## config.mk

```make
export PLATFORM = sky130hd
export DESIGN_NAME = dram_row_locator
export DESIGN_NICKNAME = d
export VERILOG_FILES = /design/src/rtl/drl_pkg.sv /design/src/rtl/drl_limit_chain.sv /design/src/rtl/drl_row_match.sv /design/src/rtl/drl_prio_pick.sv /design/src/rtl/dram_row_locator.sv
export SDC_FILE = /design/constraint.sdc
export NUM_CORES = 1
export LEC_CHECK = 0
export BUFFER_PORTS_ARGS = -buffer_cell sky130_fd_sc_hd__buf_2
export CORE_UTILIZATION = 25
export CTS_CLUSTER_DIAMETER = 60
export DETAILED_ROUTE_END_ITERATION = 12
export GPL_TIMING_DRIVEN = 1
export PLACE_DENSITY = 0.51
export SLEW_MARGIN = 0
export SYNTH_ARGS = -nofsm -noshare
export SYNTH_HDL_FRONTEND = slang
export SYNTH_HIERARCHICAL = 1
export SYNTH_SLANG_ARGS = --single-unit
```

## constraint.sdc

```tcl
create_clock -name clk -period 3.04 [get_ports clk]
set_input_delay 0.304 -clock clk [delete_from_list [all_inputs] [get_ports clk]]
set_output_delay 0.304 -clock clk [all_outputs]
set_load 0.02 [all_outputs]
```

## src/rtl/drl_pkg.sv

```systemverilog
package drl_pkg;

   // Output stage variant chosen by the top-level parameter.
   typedef enum logic {
      DRL_OUT_COMB = 1'b0,
      DRL_OUT_REG  = 1'b1
   } drl_out_e;

endpackage

```

## src/rtl/drl_limit_chain.sv

```systemverilog
// Turns the raw boundary registers into effective byte limits and bases.
module drl_limit_chain #(
   parameter int NUM_ROWS   = 8,
   parameter int LIMIT_W    = 8,
   parameter int UNIT_SHIFT = 23,
   parameter int ADDR_W     = 32
) (
   input  logic [NUM_ROWS-1:0][LIMIT_W-1:0] bound_i,
   output logic [NUM_ROWS-1:0][ADDR_W-1:0]  base_o,
   output logic [NUM_ROWS-1:0][ADDR_W-1:0]  top_o,
   output logic [NUM_ROWS-1:0]              used_o
);

   // A zero after a nonzero limit stands for one unit past the widest limit.
   localparam logic [ADDR_W-1:0] WRAP_TOP = ADDR_W'(1) << (UNIT_SHIFT + LIMIT_W);

   always_comb begin
      logic [ADDR_W-1:0] below;
      logic [ADDR_W-1:0] raw;
      below = '0;
      for (int r = 0; r < NUM_ROWS; r++) begin
         raw       = ADDR_W'(bound_i[r]) << UNIT_SHIFT;
         base_o[r] = below;
         if (raw == '0 && below != '0) begin
            top_o[r] = WRAP_TOP;
         end else begin
            top_o[r] = raw;
         end
         used_o[r] = (top_o[r] != below);
         below     = top_o[r];
      end
   end

endmodule

```

## src/rtl/drl_row_match.sv

```systemverilog
// Parallel range comparison of one address against every row.
module drl_row_match #(
   parameter int NUM_ROWS = 8,
   parameter int ADDR_W   = 32
) (
   input  logic [ADDR_W-1:0]                addr_i,
   input  logic [NUM_ROWS-1:0][ADDR_W-1:0]  base_i,
   input  logic [NUM_ROWS-1:0][ADDR_W-1:0]  top_i,
   input  logic [NUM_ROWS-1:0]              used_i,
   output logic [NUM_ROWS-1:0]              hit_o
);

   for (genvar r = 0; r < NUM_ROWS; r++) begin : g_row
      logic above_base;
      logic below_top;
      assign above_base = (addr_i >= base_i[r]);
      assign below_top  = (addr_i <  top_i[r]);
      assign hit_o[r]   = used_i[r] & above_base & below_top;
   end

endmodule

```

## src/rtl/drl_prio_pick.sv

```systemverilog
// Lowest-numbered request wins; reports one-hot grant, index and none.
module drl_prio_pick #(
   parameter int NUM_ROWS = 8,
   localparam int IDX_W   = (NUM_ROWS > 1) ? $clog2(NUM_ROWS) : 1
) (
   input  logic [NUM_ROWS-1:0] req_i,
   output logic [NUM_ROWS-1:0] gnt_o,
   output logic [IDX_W-1:0]    idx_o,
   output logic                none_o
);

   assign gnt_o  = req_i & (~req_i + NUM_ROWS'(1));
   assign none_o = ~|req_i;

   always_comb begin
      idx_o = '0;
      for (int r = NUM_ROWS - 1; r >= 0; r--) begin
         if (req_i[r]) begin
            idx_o = IDX_W'(r);
         end
      end
   end

endmodule

```

## src/rtl/dram_row_locator.sv

```systemverilog
module dram_row_locator #(
   parameter int               NUM_ROWS   = 8,
   parameter int               LIMIT_W    = 8,
   parameter int               UNIT_SHIFT = 23,
   parameter int               ADDR_W     = 32,
   parameter drl_pkg::drl_out_e OUT_MODE  = drl_pkg::DRL_OUT_REG,
   localparam int              IDX_W      = (NUM_ROWS > 1) ? $clog2(NUM_ROWS) : 1,
   localparam int              SPAN_W     = UNIT_SHIFT + LIMIT_W + 1
) (
   input  logic                clk,
   input  logic                rst_n,
   input  logic                cfg_we,
   input  logic [IDX_W-1:0]    cfg_sel,
   input  logic [LIMIT_W-1:0]  cfg_wdata,
   input  logic                addr_valid,
   input  logic [ADDR_W-1:0]   addr,
   output logic                row_valid,
   output logic [IDX_W-1:0]    row_idx,
   output logic [NUM_ROWS-1:0] row_cs,
   output logic                out_of_range
);

   // Elaboration-time parameter checks.
   if (NUM_ROWS < 2) begin : g_bad_rows
      $error("dram_row_locator: NUM_ROWS must be at least 2");
   end
   if (LIMIT_W < 1) begin : g_bad_limit
      $error("dram_row_locator: LIMIT_W must be at least 1");
   end
   if (ADDR_W < SPAN_W) begin : g_bad_addr
      $error("dram_row_locator: ADDR_W too narrow for the top-of-space limit");
   end

   // Boundary register file, one register per row.
   logic [NUM_ROWS-1:0][LIMIT_W-1:0] bound_q;

   for (genvar r = 0; r < NUM_ROWS; r++) begin : g_bound
      always_ff @(posedge clk or negedge rst_n) begin
         if (!rst_n) begin
            bound_q[r] <= '0;
         end else if (cfg_we && cfg_sel == IDX_W'(r)) begin
            bound_q[r] <= cfg_wdata;
         end
      end
   end

   // Decode path.
   logic [NUM_ROWS-1:0][ADDR_W-1:0] row_base;
   logic [NUM_ROWS-1:0][ADDR_W-1:0] row_top;
   logic [NUM_ROWS-1:0]             row_used;
   logic [NUM_ROWS-1:0]             row_hit;
   logic [NUM_ROWS-1:0]             pick_gnt;
   logic [IDX_W-1:0]                pick_idx;
   logic                            pick_none;

   drl_limit_chain #(
      .NUM_ROWS   (NUM_ROWS),
      .LIMIT_W    (LIMIT_W),
      .UNIT_SHIFT (UNIT_SHIFT),
      .ADDR_W     (ADDR_W)
   ) u_chain (
      .bound_i (bound_q),
      .base_o  (row_base),
      .top_o   (row_top),
      .used_o  (row_used)
   );

   drl_row_match #(
      .NUM_ROWS (NUM_ROWS),
      .ADDR_W   (ADDR_W)
   ) u_match (
      .addr_i (addr),
      .base_i (row_base),
      .top_i  (row_top),
      .used_i (row_used),
      .hit_o  (row_hit)
   );

   drl_prio_pick #(
      .NUM_ROWS (NUM_ROWS)
   ) u_pick (
      .req_i  (row_hit),
      .gnt_o  (pick_gnt),
      .idx_o  (pick_idx),
      .none_o (pick_none)
   );

   // Output stage: registered for pipelined paths, or pass-through.
   if (OUT_MODE == drl_pkg::DRL_OUT_REG) begin : g_out_reg
      always_ff @(posedge clk or negedge rst_n) begin
         if (!rst_n) begin
            row_valid    <= 1'b0;
            row_idx      <= '0;
            row_cs       <= '0;
            out_of_range <= 1'b0;
         end else if (addr_valid) begin
            row_valid    <= 1'b1;
            row_idx      <= pick_idx;
            row_cs       <= pick_gnt;
            out_of_range <= pick_none;
         end else begin
            row_valid    <= 1'b0;
            row_idx      <= '0;
            row_cs       <= '0;
            out_of_range <= 1'b0;
         end
      end
   end else begin : g_out_comb
      assign row_valid    = addr_valid;
      assign row_idx      = addr_valid ? pick_idx : '0;
      assign row_cs       = addr_valid ? pick_gnt : '0;
      assign out_of_range = addr_valid & pick_none;
   end

endmodule

```

==> impl_metrics.json, run 1 <==
{
  "status": "finished, violations left",
  "violations": "setup timing",
  "whs_ps": 140,
  "synth_ff_type": "dfrtp_1",
  "cp-start-kind": "flop",
  "fin_worst_skew_ps": 11.1,
  "avgViaCountPerCell": 3.99,
  "fin_area_um2": 22200,
  "cts_made_buffers": 9,
  "rr_startpoint": "bound_q[33]",
  "synth_warnings": 6,
  "timing_worst_setup_path_type": "reg -> reg",
  "grt_pass1_wl_um": 78200,
  "dr_total_vias": 15100,
  "cp_slowest_cell": "dfrtp_1",
  "drcViolationCount": 0,
  "max-vdd-ir-drop_v": 0.000279,
  "gp_congestion": 0.834,
  "syn2layout_area_growth_pct": 11.2,
  "ys_seq_elements": 77,
  "final_nets": 3279,
  "row_count": 103,
  "grt_max_degree": 78,
  "dieArea_um2": 81000,
  "hold_viol": 0,
  "synth-seq-area-share_pct": 9.66,
  "cts_root_buffer": "clkbuf_16",
  "crit_fanout": 3,
  "fillers": 8637,
  "crit_chain": "nor4_2, nand2_1, buf_6, nor4_4, buf_4, a21boi_4, inv_2, ha_4, nand4_1, buf_4, nor2_2, a22o_1, a2111oi_2, o211ai_1, o211a_1, nor2b_4, nor3_2, o21bai_1, and2_1",
  "post_route_cells_drive_above_1_share_pct": 17.2,
  "worst-path-stages": 19,
  "worstReg2RegEnd": "row_idx[0]",
  "clock_sink_count": 77,
  "postCtsHoldBufs": 0,
  "cts_tree": "built",
  "coreArea_um2": 79000,
  "async_reset_ff_share_pct": 100,
  "antenna_found_initial": 0,
  "clk_latency_ps": 330,
  "synth_area_per_cell_um2": 7.86,
  "htreeDepth": 3,
  "cp_data_required_time_ps": 3270,
  "min_period_ps": 3350,
  "clockBufferDepth": 2,
  "grt_pass1_vias": 14200,
  "multiInputGateArea_um2": 14300,
  "path_buf_inv": 4,
  "grt_util_all_layers_pct": 12.2,
  "drt-total-wl_um": 49200,
  "leakage_nw": 10.7,
  "rsz0062_at_grt": "true",
  "max_freq_mhz": 299,
  "ys_types": 69,
  "hp-class": "in -> async",
  "r2r_cells": 19,
  "worst_ep_arrival_time_ps": 3570,
  "path_delay_family": "simple AND/OR/NAND/NOR gates",
  "wl_per_cell_um": 13.0,
  "post-route-period-util_pct": 110,
  "dpl_cell_area_um2": 21400,
  "end_kind": "flop",
  "crit_top_cell": "buf_4",
  "synth_cells": 2538,
  "drt_iter0_drc": 464,
  "drtAntennaViolNets": 0,
  "io_buffers": 59,
  "clk_pin_slew_ps": 60,
  "setup_slack_ps": -308,
  "ios": 60,
  "grt-ovfl-total": 0,
  "synth_edf_count": 0,
  "critPathMaxStageDelay_ps": 390,
  "slew_viol_final": 0,
  "dr.pass1.iters": 5,
  "die_w_um": 285,
  "maxCapViolations": 0,
  "fp.dieH_um": 285,
  "seq_area_um2": 1930,
  "slew_headroom_pct": 29.7,
  "start_util_pct": 25.3,
  "r2r_slack_ps": -310,
  "finalSetupViolCount": 9,
  "hpwl_um": 42000,
  "power.density_nw_per_um2": 293,
  "netlist_area_um2": 20000,
  "worstMarginPinSlew_ps": 1030
}
worst max path at each step:
stage	start	to	slack, ps
2_1_floorplan	bound_q[2]	row_idx[0]	-9
4_1_cts	bound_q[34]	row_idx[1]	-250
3_5_place_dp	bound_q[13]	row_idx[0]	-770
5_1_grt	bound_q[37]	row_idx[0]	-490
6_report	bound_q[33]	row_idx[0]	-310
3_3_place_gp	bound_q[2]	row_idx[0]	-770
final cells by class:
| class | instances | share of cell area [%] |
|---|---|---|
| clock inverter | 6 | 0.293 |
| sequential | 77 | 8.69 |
| timing repair buffer | 315 | 10.9 |
| inverter | 509 | 8.64 |
| clock buffer | 9 | 1.02 |
| multi-input combinational | 1816 | 64.5 |
| tap | 1050 | 5.92 |
| antenna | 1 | 0.0113 |
cells in the mapped netlist, types with 4 or more instances:
master / count / area share, %
inv_1: 509 / 9.6
ha_1: 504 / 32
buf_4: 451 / 17
a21oi_1: 165 / 4.1
nand2_1: 91 / 1.7
nand4_1: 85 / 2.7
dfrtp_1: 77 / 9.7
mux2_2: 64 / 3.6
clkbuf_1: 56 / 1.1
o21ai_0: 56 / 1.4
a21o_1: 53 / 2.0
nor2_1: 51 / 0.96
xor2_1: 50 / 2.2
nand3_1: 49 / 1.2
nor4_1: 25 / 0.78
a2111oi_0: 22 / 0.97
a211oi_1: 22 / 0.83
nor3_1: 16 / 0.40
and2_1: 15 / 0.47
nor2b_1: 15 / 0.47
and4_1: 12 / 0.53
nand2b_1: 9 / 0.28
nand4b_1: 8 / 0.35
nor4_4: 8 / 0.85
a211o_1: 6 / 0.26
a21boi_0: 6 / 0.23
o211ai_1: 6 / 0.23
a311oi_1: 5 / 0.22
a31oi_1: 5 / 0.16
buf_2: 5 / 0.13
or3_1: 5 / 0.16
or4_1: 5 / 0.19
xnor2_1: 5 / 0.22
a221o_1: 4 / 0.20
a221oi_1: 4 / 0.18
nor4bb_1: 4 / 0.20
o2111ai_1: 4 / 0.18
o221ai_1: 4 / 0.18
o311ai_0: 4 / 0.18
o31ai_1: 4 / 0.15
o41ai_1: 4 / 0.18
state kept, by name (all words and copies together) (netlist names):
register      count
row_valid         1
bound_q          64
row_idx           3
out_of_range      1
row_cs            8
per-layer routing:
layer  part of all wire (%)  GRT usage (%)  up-vias
met5                      0              0        -
met4                   0.98           1.38        0
met3                    1.7          0.594       32
met2                     46           21.2      132
met1                     51           16.9     6774
li1                       -              -     8175
per-stage QoR:
stage | std cells | setup TNS, ps | setup WS (ps) | utilization [%] | power [mW]
finish | 3783 | -2000 | -308 | 28.1 | 6.50
global placement | 3754 | -5770 | -772 | 27.1 | 5.27
detailed placement | 3754 | -6010 | -772 | 27.1 | 5.30
CTS | 3777 | -1710 | -246 | 27.8 | 6.47
global route | 3782 | -3810 | -492 | 28.1 | 7.15
floorplan | 2916 | -16.4 | -8.51 | - | 4.44
cells by family after synthesis:
family          count (synthesis)  synth area share (%)
flops                          77                  9.66
xor+xnor                       55                  2.41
other cells                     1                0.0188
buf+inv                      1023                  27.8
fa+ha+maj                     504                  31.6
simple gates                  420                  12.3
mux                            64                  3.61
compound gates                394                  12.6
cells in the final DEF (no fill, tap or decap), types with 19 or more instances in the layout:
cell | synthesis | layout
a21o_1 | 53 | 53
a21oi_1 | 165 | 163
buf_2 | 5 | 58
buf_4 | 451 | 234
conb_1 | 1 | 379
dfrtp_1 | 77 | 77
ha_1 | 504 | 499
inv_1 | 509 | 504
mux2_2 | 64 | 64
nand2_1 | 91 | 90
nand3_1 | 49 | 49
nand4_1 | 85 | 85
nor2_1 | 51 | 46
nor4_1 | 25 | 19
o21ai_0 | 56 | 55
xor2_1 | 50 | 50
report_power, final:
part	switching [mW]	leakage [nW]	internal, mW	total [mW]
Sequential	0.165	0.943	1.23	1.40
Clock	0.431	0.141	0.631	1.06
Combinational	2.19	9.60	1.85	4.04
Total	2.78	10.7	3.71	6.50
repair_timing:
| action | CTS | global route |
|---|---|---|
| buffers inserted | 8 | 7 |
| pin swaps | 26 | 21 |
| endpoints found under the setup margin | 11 | 11 |
| resized for setup | 48 | 34 |
| gates cloned | 0 | 0 |
(Power assumes the default switching activity.)
==> run 2: changes to the inputs <==
--- a/config.mk
+++ b/config.mk
@@ -9,7 +9,7 @@
 export CORE_UTILIZATION = 25
 export CTS_CLUSTER_DIAMETER = 60
 export DETAILED_ROUTE_END_ITERATION = 12
-export GPL_TIMING_DRIVEN = 1
+export GPL_TIMING_DRIVEN = 0
 export PLACE_DENSITY = 0.51
 export SLEW_MARGIN = 0
 export SYNTH_ARGS = -nofsm -noshare
==> run 2 against run 1 <==
The run still ends with setup timing left. First-iteration DRC count is 13% higher. Final cell count is 7.5% higher. Wire length hardly changed. Combinational power is 2% lower. Via count is 4.6% higher. Critical path depth is 3 lower. Design area is 7.9% higher. Sequential power is 18% higher. Flip-flop and latch count stayed put. Register-to-register slack worse by 290 ps. Fmax is 7.9% lower.
==> impl_metrics.json, run 2 (same netlist as run 1, synthesis figures left out) <==
{
  "drtAntennaViolNets": 0,
  "reg.largest.list": "bound_q (64), row_cs (8), row_idx (3)",
  "timing_worst_setup_path_type": "reg -> reg",
  "drt-total-wl_um": 49200,
  "min_period_ps": 3640,
  "io_buffers": 55,
  "grt_pass1_wl_um": 76800,
  "violations": "setup timing",
  "post-route-period-util_pct": 120,
  "largest_reg_flops": 64,
  "dr_total_vias": 15800,
  "max_freq_mhz": 275,
  "dr.pass1.iters": 7,
  "fin_worst_skew_ps": 7.31,
  "die_w_um": 285,
  "path_delay_family": "simple AND/OR/NAND/NOR gates",
  "crit_fanout": 4,
  "clk_pin_slew_ps": 70,
  "cp_data_required_time_ps": 3310,
  "end_kind": "flop",
  "htreeDepth": 3,
  "max-vdd-ir-drop_v": 0.000325,
  "final_nets": 3562,
  "hpwl_um": 37800,
  "maxCapViolations": 0,
  "n_antenna_cell": 0,
  "grt_max_degree": 48,
  "slew_viol_final": 0,
  "antenna_found_initial": 1,
  "rsz0062_at_grt": "true",
  "preCtsSetupSlack_ps": -1940,
  "avgViaCountPerCell": 3.89,
  "critPathMaxStageDelay_ps": 430,
  "crit_chain": "nor4_4, nand4_4, nor4_4, buf_4, nor3_4, inv_2, ha_4, nand4_1, nor4_4, o41ai_4, o2111ai_1, nor4b_4, buf_6, o21ai_0, a211oi_1, and2_1",
  "hold_viol": 0,
  "setup_slack_ps": -597,
  "ios": 60,
  "finalSetupViolCount": 10,
  "row_count": 103,
  "use_met2_pct": 21.1,
  "gp_congestion": 0.794,
  "largest-register": "bound_q",
  "worst_ep_arrival_time_ps": 3910,
  "cts_made_buffers": 9,
  "fin_area_um2": 23900,
  "power_mw": 6.69,
  "grt_util_all_layers_pct": 12.1,
  "final_common_cell": "inv_1",
  "drcViolationCount": 0,
  "cp-start-kind": "flop",
  "leakage_nw": 12.0,
  "wl_per_cell_um": 12.1,
  "mostFrequentLayoutCells": "inv_1 (508), ha_1 (502), buf_4 (474)",
  "hp-class": "in -> reg",
  "fin_setup_tns_ps": -3890,
  "cts_tree": "built",
  "power.density_nw_per_um2": 279,
  "cp_slowest_cell": "dfrtp_2",
  "coreArea_um2": 79000,
  "clock_sink_count": 77,
  "clk_latency_ps": 330,
  "path_buf_inv": 3,
  "clockBufferDepth": 2,
  "post_route_cells_drive_above_1_share_pct": 23.2,
  "dpl_cell_area_um2": 23100,
  "cts_root_buffer": "clkbuf_16",
  "grt.busiest_layer": "met2",
  "fp.dieH_um": 285,
  "worstMarginPinSlew_ps": 1130,
  "start_util_pct": 25.3,
  "use_met1_pct": 16.6,
  "grt_pass1_vias": 14200,
  "syn2layout_area_growth_pct": 20.0,
  "grt-ovfl-total": 0,
  "gr-usage-met3_pct": 0.955,
  "crit_top_cell": "nor4_4",
  "finalCoreUtilization_pct": 30.3,
  "dieArea_um2": 81000,
  "status": "finished, violations left",
  "drt_iter0_drc": 526,
  "slew_headroom_pct": 22.7
}
## run 2: cell types whose count changed in the layout (fill, tap and decap cells not counted), sizes merged, moves of 2 or more
cell	delta
dlygate4sd3	+2
inv	+2
clkbuf	+57
buf	+224
## run 2: timing repair
action	in CTS	in global routing
gates resized for setup	65	14
setup buffers	19	5
endpoints found under the hold margin	30	0
pin swaps	21	1
hold buffers	1	0
setup endpoints to repair	12	12
## run 2: worst paths after layout
path	slack [ps]	depth (start not counted)	end	start
min	120	1	row_valid	addr_valid
max	-600	16	row_idx[1]	bound_q[2]
min reg2reg	600	1	bound_q[59]	bound_q[59]
max in group asynchronous	2000	3	bound_q[4]	rst_n
min in group asynchronous	450	2	bound_q[10]	rst_n
max reg2reg	-600	16	row_idx[1]	bound_q[2]
## run 2: worst reg2reg max path, stage by stage (launching register included)
cell       delay, ps
dfrtp_2          430
nor4_4           370
nand4_4          180
nor4_4           290
buf_4            190
nor3_4            50
inv_2             70
ha_4             130
nand4_1          220
nor4_4           380
o41ai_4          210
o2111ai_1        150
nor4b_4          230
buf_6            170
o21ai_0          120
a211oi_1         230
and2_1           150
## run 2: layout make-up
type | count | area [um^2]
Tap cell | 1050 | 1310
Clock inverter | 6 | 70.1
Sequential cell | 77 | 1950
Fill cell | 8594 | 55100
Buffer | 514 | 3640
Inverter | 509 | 1910
Timing Repair Buffer | 84 | 538
Clock buffer | 10 | 229
Multi-Input combinational cell | 1816 | 14300
## run 2: through the flow
step,hold WS [ps],cells
after CTS,101,4061
after floorplan,8.41,2916
after detailed placement,273,4025
final,117,4066
after global routing,105,4066
after global placement,455,4021
## run 2: layer usage
metal	share of wire [%]	up-vias
met5	0	-
met4	0.75	0
met3	2.3	26
met2	46	121
met1	51	6915
li1	-	8740
## run 2: report_power, final
group          internal, mW  switching [mW]  leakage (nW)  total (mW)
clock network         0.644           0.441         0.147        1.08
logic                  2.02            1.93          11.0        3.95
registers              1.24           0.412         0.923        1.65
